File: config.mk
export PLATFORM = sky130hd
export DESIGN_NAME = clk_fail_monitor
export DESIGN_NICKNAME = d
export VERILOG_FILES = /design/src/rtl/cfm_pkg.sv /design/src/rtl/cfm_rst_sync.sv /design/src/rtl/cfm_edge_sync.sv /design/src/rtl/cfm_sample_div.sv /design/src/rtl/cfm_fail_judge.sv /design/src/rtl/clk_fail_monitor.sv
export SDC_FILE = /design/constraint.sdc
export NUM_CORES = 1
export LEC_CHECK = 0
export ABC_AREA = 0
export BUFFER_PORTS_ARGS = -buffer_cell sky130_fd_sc_hd__buf_2
export CAP_MARGIN = 25
export CORE_AREA = 2 2 39 41
export DETAILED_ROUTE_END_ITERATION = 8
export DIE_AREA = 0 0 41 43
export PLACE_DENSITY = 0.63
export SKIP_CTS_REPAIR_TIMING = 1
export SLEW_MARGIN = 40
export SYNTH_ARGS = -nofsm -noshare
export SYNTH_HDL_FRONTEND = slang
export SYNTH_SLANG_ARGS = --single-unit
File: constraint.sdc
create_clock -name obs_clk -period 1.4 [get_ports obs_clk]
set_input_delay 0.35 -clock obs_clk [delete_from_list [all_inputs] [get_ports obs_clk]]
set_output_delay 0.35 -clock obs_clk [all_outputs]
set_load 0.005 [all_outputs]
File: src/rtl/cfm_pkg.sv
package cfm_pkg;

  // Default divide ratio from reference to sample clock (must be even, >= 4).
  localparam int unsigned CFM_DIV_DEFAULT  = 64;
  // Default synchronizer depth for asynchronous inputs.
  localparam int unsigned CFM_SYNC_DEFAULT = 2;

  // Counter width needed to hold 0 .. div-1.
  function automatic int unsigned cfm_cnt_w(input int unsigned div);
    return (div <= 2) ? 1 : $clog2(div);
  endfunction

endpackage

File: src/rtl/cfm_rst_sync.sv
module cfm_rst_sync (
  input  logic clk,
  input  logic rst_n,
  output logic rst_sync_n
);

  logic [1:0] stage_q;
  logic [1:0] stage_d;

  always_comb begin
    stage_d = {stage_q[0], 1'b1};
  end

  always_ff @(posedge clk or negedge rst_n) begin
    if (!rst_n) begin
      stage_q <= 2'b00;
    end else begin
      stage_q <= stage_d;
    end
  end

  assign rst_sync_n = stage_q[1];

endmodule

File: src/rtl/cfm_edge_sync.sv
module cfm_edge_sync #(
  parameter int unsigned STAGES = 2
) (
  input  logic clk,
  input  logic rst_n,
  input  logic async_in,
  output logic lvl_now,
  output logic lvl_prev
);

  // chain_q[STAGES-1] is the synchronized level, chain_q[STAGES] its previous value.
  logic [STAGES:0] chain_q;
  logic [STAGES:0] chain_d;

  always_comb begin
    chain_d = {chain_q[STAGES-1:0], async_in};
  end

  always_ff @(posedge clk or negedge rst_n) begin
    if (!rst_n) begin
      chain_q <= '0;
    end else begin
      chain_q <= chain_d;
    end
  end

  assign lvl_now  = chain_q[STAGES-1];
  assign lvl_prev = chain_q[STAGES];

endmodule

File: src/rtl/cfm_sample_div.sv
module cfm_sample_div #(
  parameter int unsigned DIV_RATIO = 64,
  parameter int unsigned CNT_W     = 6
) (
  input  logic             clk,
  input  logic             rst_n,
  input  logic             arm,
  input  logic             ref_rise,
  output logic             samp_rise,
  output logic             samp_fall,
  output logic [CNT_W-1:0] div_cnt
);

  localparam int unsigned HALF = DIV_RATIO / 2;
  localparam logic [CNT_W-1:0] RISE_AT = CNT_W'(HALF - 1);
  localparam logic [CNT_W-1:0] LAST    = CNT_W'(DIV_RATIO - 1);

  logic [CNT_W-1:0] cnt_q;
  logic [CNT_W-1:0] cnt_d;
  logic             cnt_en;

  // The counter only advances on a reference edge while armed.
  assign cnt_en = arm & ref_rise;

  always_comb begin
    cnt_d = cnt_q;
    if (!arm) begin
      cnt_d = '0;
    end else if (cnt_en) begin
      cnt_d = (cnt_q == LAST) ? '0 : cnt_q + 1'b1;
    end
  end

  always_ff @(posedge clk or negedge rst_n) begin
    if (!rst_n) begin
      cnt_q <= '0;
    end else begin
      cnt_q <= cnt_d;
    end
  end

  // Sample clock is low for counts 0..HALF-1 and high for HALF..DIV-1.
  assign samp_rise = cnt_en & (cnt_q == RISE_AT);
  assign samp_fall = cnt_en & (cnt_q == LAST);
  assign div_cnt   = cnt_q;

endmodule

File: src/rtl/cfm_fail_judge.sv
module cfm_fail_judge (
  input  logic clk,
  input  logic rst_n,
  input  logic arm,
  input  logic ext_fall,
  input  logic samp_rise,
  input  logic samp_fall,
  input  logic fail_clr,
  output logic win_latch,
  output logic eval_fail,
  output logic fail_det
);

  logic latch_q, latch_d;
  logic fail_q, fail_d;

  // Window latch: a falling edge of the monitored clock sets it and
  // wins over a clear in the same cycle.
  always_comb begin
    latch_d = latch_q;
    if (!arm) begin
      latch_d = 1'b0;
    end else if (ext_fall) begin
      latch_d = 1'b1;
    end else if (samp_rise) begin
      latch_d = 1'b0;
    end
  end

  // An edge seen in the evaluation cycle itself still counts.
  assign eval_fail = samp_fall & ~(latch_q | ext_fall);

  always_comb begin
    fail_d = fail_q;
    if (eval_fail) begin
      fail_d = 1'b1;
    end else if (fail_clr) begin
      fail_d = 1'b0;
    end
  end

  always_ff @(posedge clk or negedge rst_n) begin
    if (!rst_n) begin
      latch_q <= 1'b0;
      fail_q  <= 1'b0;
    end else begin
      latch_q <= latch_d;
      fail_q  <= fail_d;
    end
  end

  assign win_latch = latch_q;
  assign fail_det  = fail_q;

endmodule

File: src/rtl/clk_fail_monitor.sv
module clk_fail_monitor #(
  parameter int unsigned DIV_RATIO   = cfm_pkg::CFM_DIV_DEFAULT,
  parameter int unsigned SYNC_STAGES = cfm_pkg::CFM_SYNC_DEFAULT
) (
  input  logic obs_clk,
  input  logic rst_n,
  input  logic ext_clk,
  input  logic ref_clk,
  input  logic arm,
  input  logic fail_clr,
  output logic fail_det
);

  localparam int unsigned CNT_W  = cfm_pkg::cfm_cnt_w(DIV_RATIO);
  localparam int unsigned N_SYNC = 2;   // index 0: monitored clock, 1: reference

  logic              rst_int_n;
  logic [N_SYNC-1:0] raw_in;
  logic [N_SYNC-1:0] lvl_now;
  logic [N_SYNC-1:0] lvl_prev;
  logic              ext_fall;
  logic              ref_rise;
  logic              samp_rise;
  logic              samp_fall;
  logic [CNT_W-1:0]  div_cnt;
  logic              win_latch;
  logic              eval_fail;

  cfm_rst_sync u_rst_sync (
    .clk        (obs_clk),
    .rst_n      (rst_n),
    .rst_sync_n (rst_int_n)
  );

  assign raw_in = {ref_clk, ext_clk};

  for (genvar g = 0; g < N_SYNC; g++) begin : g_sync
    cfm_edge_sync #(.STAGES(SYNC_STAGES)) u_edge (
      .clk      (obs_clk),
      .rst_n    (rst_int_n),
      .async_in (raw_in[g]),
      .lvl_now  (lvl_now[g]),
      .lvl_prev (lvl_prev[g])
    );
  end

  assign ext_fall = lvl_prev[0] & ~lvl_now[0];
  assign ref_rise = ~lvl_prev[1] & lvl_now[1];

  cfm_sample_div #(.DIV_RATIO(DIV_RATIO), .CNT_W(CNT_W)) u_div (
    .clk       (obs_clk),
    .rst_n     (rst_int_n),
    .arm       (arm),
    .ref_rise  (ref_rise),
    .samp_rise (samp_rise),
    .samp_fall (samp_fall),
    .div_cnt   (div_cnt)
  );

  cfm_fail_judge u_judge (
    .clk       (obs_clk),
    .rst_n     (rst_int_n),
    .arm       (arm),
    .ext_fall  (ext_fall),
    .samp_rise (samp_rise),
    .samp_fall (samp_fall),
    .fail_clr  (fail_clr),
    .win_latch (win_latch),
    .eval_fail (eval_fail),
    .fail_det  (fail_det)
  );

endmodule

==> impl_metrics.py <==
metrics = {
    "run_status": {
        "outcome": "completed",
    },
    "placement": {
        "io_buffer_count": 6,
        "placed_area_sq_um": 684,
        "place_congestion": 0.795,
        "dp_worst_setup_slack_ns": 0.0464,
        "post-dp-hpwl_um": 784,
    },
    "cts": {
        "clk_latency_ns": 0.28,
        "cts_root_buf": "clkbuf_4",
        "htreeDepth": 1,
        "clkSlewWorstSetupHoldPaths_ns": 0.10,
        "clock-sinks": 16,
        "numCtsBuffers": 3,
        "cts_tree": "done",
        "clockBufferDepth": 2,
    },
    "global_route": {
        "grt_use_total_pct": 16.4,
        "antenna_found_initial": 0,
        "grt_pass1_vias": 453,
        "grt_max_degree": 15,
        "grt_overflow_total": 0,
        "grt_pass1_wl_mm": 1.90,
    },
    "sta": {
        "relSlewSlack_pct": 62.7,
        "hold-worst-slack_ns": 0.161,
        "rsz0062_at_grt": "no",
        "maxSlewViolCount": 0,
        "fmax_ghz": 0.740,
        "hold_viol_final": 0,
        "finalSetupViolCount": 0,
        "fin_ws_ns": 0.0482,
        "period_minus_slack_ns": 1.35,
        "worst_pin_slew_ns": 0.560,
        "skew_ns": 0.00726,
        "tns_ns": 0,
        "fin_crit_sh_pct": 96.6,
    },
    "route": {
        "drc_errors": 0,
        "drt_iter0_markers": 2,
        "wl_met3_um": 34,
        "drtPass1Iterations": 2,
        "wl_met2_um": 545,
        "wl_mm": 1.08,
        "wire_per_inst_um": 13.3,
        "top_layer": "met4",
        "vias": 416,
        "viasPerCell": 5.14,
        "wl_met1_um": 486,
        "drtAntennaViolNets": 0,
    },
    "synth": {
        "ys_types": 23,
        "synth.cell_area_sq_um": 631,
        "ys.flop_type": "dfrtp_1",
        "yosysWarnings": 0,
        "synth_xor_area_share_pct": 2.78,
        "synth_edf_count": 0,
        "avgSynthCellArea_sq_um": 12.1,
        "synth_compound_area_share_pct": 8.73,
        "yosys-top-cells-area": "dfrtp_1 (63%), xor2_1 (2.8%), nand3_1 (2.4%), nand3b_1 (2.4%), o31ai_1 (2.4%)",
        "synth-simple-area-share_pct": 17.3,
        "seq_area_frac_synth_pct": 63.5,
        "synth_top_family_by_area": "simple AND/OR/NAND/NOR gates",
        "synth_top_area_share_pct": 63.5,
        "synth_fp_nets": 59,
        "synthMuxAreaShare_pct": 1.59,
        "synth-async-reset-ratio_pct": 100,
        "synth.most_common_cell": "dfrtp_1",
        "netlist_top_cells_count": "dfrtp_1 (16), nand3_1 (3), nor2_1 (3)",
        "synth_fa_ha_area_share_pct": 1.98,
        "ys_seq_elements": 16,
        "postSynthCellCount": 52,
        "yosysTopAreaCell": "dfrtp_1",
    },
    "power": {
        "pwr_density_cell_nw_per_um2": 1140,
        "static-leakage-power_uw": 0.000341,
        "ir_drop_mv": 0.669,
    },
    "worst_setup_path": {
        "reg2reg_from": "u_div.div_cnt[1]",
        "reg2reg_to": "u_div.div_cnt[4]",
        "start_kind": "flip-flop",
        "setup.worst_path.start": "u_div.div_cnt[1]",
        "crit_arrival_ns": 1.56,
        "cp_max_fo": 4,
        "worstPathRequired_ns": 1.61,
        "r2r_slack_ns": 0.05,
        "critPathCapture": "u_div.div_cnt[4]",
        "worstRegToRegCells": 4,
        "path_class": "reg2reg",
        "cp-end-kind": "flip-flop",
    },
    "floorplanning": {
        "start_util_pct": 45.6,
        "core_area_sq_um": 1380,
        "row_count": 14,
        "die_h_um": 43,
        "die-area_sq_um": 1760,
        "io_pins": 7,
        "dieWidth_um": 41,
    },
    "min_path": {
        "holdCritPathClass": "in2reg",
        "hold_depth": 1,
    },
    "job": {
        "drv_cap": 0,
    },
    "final_layout": {
        "fin_area_sq_um": 746,
        "final_core_util_pct": 53.9,
        "area_growth_pct": 18.3,
        "nets": 73,
        "fill_cells": 126,
        "drive_above_1_share_pct": 26.2,
        "diodes": 0,
    },
}
-- kinds of logic (layout without fill, tap and decap cells) --
family	Yosys count	count (layout)
AO/OA/AOI/OAI	8	8
adder cells (fa/ha/maj)	1	1
XOR/XNOR	2	2
flip-flops	16	16
multiplexers	1	1
other	1	1
AND/OR/NAND/NOR	19	19
buffers and inverters	4	17
-- cell type report --
| type | count | area, sq um | share of cell area (%) |
|---|---|---|---|
| tap | 16 | 20.0 | 2.68 |
| multi-input combinational | 32 | 215 | 28.9 |
| inverter | 3 | 11.3 | 1.51 |
| clock buffer | 4 | 36.3 | 4.87 |
| timing repair buffer | 10 | 62.6 | 8.39 |
| sequential | 16 | 400 | 53.7 |
-- stage by stage --
step / power, uW / instances
detailed placement: 552 / 75
CTS: 853 / 79
global placement: 550 / 75
finish: 849 / 81
floorplan: 531 / 52
global route: 887 / 81
-- sequential cells by signal, summed over array words and instances (netlist names) --
name and flops:
g_sync.u_edge.chain_q 6, u_rst_sync.stage_q 2, u_judge.fail_det 1, u_div.div_cnt 6, u_judge.win_latch 1
-- worst min path at each step --
stage / slack (ns) / from / end
floorplan: 0.05 / rst_n / u_rst_sync.stage_q[0]
global placement: 0.13 / rst_n / u_rst_sync.stage_q[0]
detailed placement: 0.14 / rst_n / u_rst_sync.stage_q[0]
CTS: -0.17 / rst_n / u_rst_sync.stage_q[0]
global route: 0.16 / ext_clk / g_sync[0].u_edge.chain_q[0]
finish: 0.16 / ref_clk / g_sync[1].u_edge.chain_q[0]
-- metal layers --
layer	vias up	global-route usage (%)
li1	207	-
met1	200	19.7
met2	7	25.6
met3	2	3.14
met4	0	10.0
met5	-	0
-- where the power goes --
part           leakage (uW)  total (uW)  internal, uW  switching (uW)
sequential         0.000203         501           482            19.1
clock             0.0000210         302           158             144
combinational      0.000117        45.7          24.8            20.9
total              0.000341         849           665             184
-- cells in the final DEF, fill, tap and decap left out --
cell and instances:
clkbuf_4 3, and3_4 1, a31oi_1 2, xor2_1 2
nand4b_1 1, buf_2 6, nand3_1 3, nand2_2 1
mux2i_1 1, o32ai_1 1, nand2b_1 2, ha_2 1
buf_4 3, inv_1 2, and3_1 1, or4_1 1
inv_2 1, dfrtp_1 16, conb_1 1, or3_1 2
clkbuf_8 1, dlygate4sd3_1 1, nand3b_1 2, a211o_1 1
nor2_1 3, nand2_1 2, o31ai_1 2, a21oi_1 2
-- critical path: stages, from the launching register on --
cell,delay [ns]
dfrtp_1,0.38
ha_2,0.20
nand2_2,0.07
or4_1,0.46
a21oi_1,0.16
(Power assumes the default switching activity.)
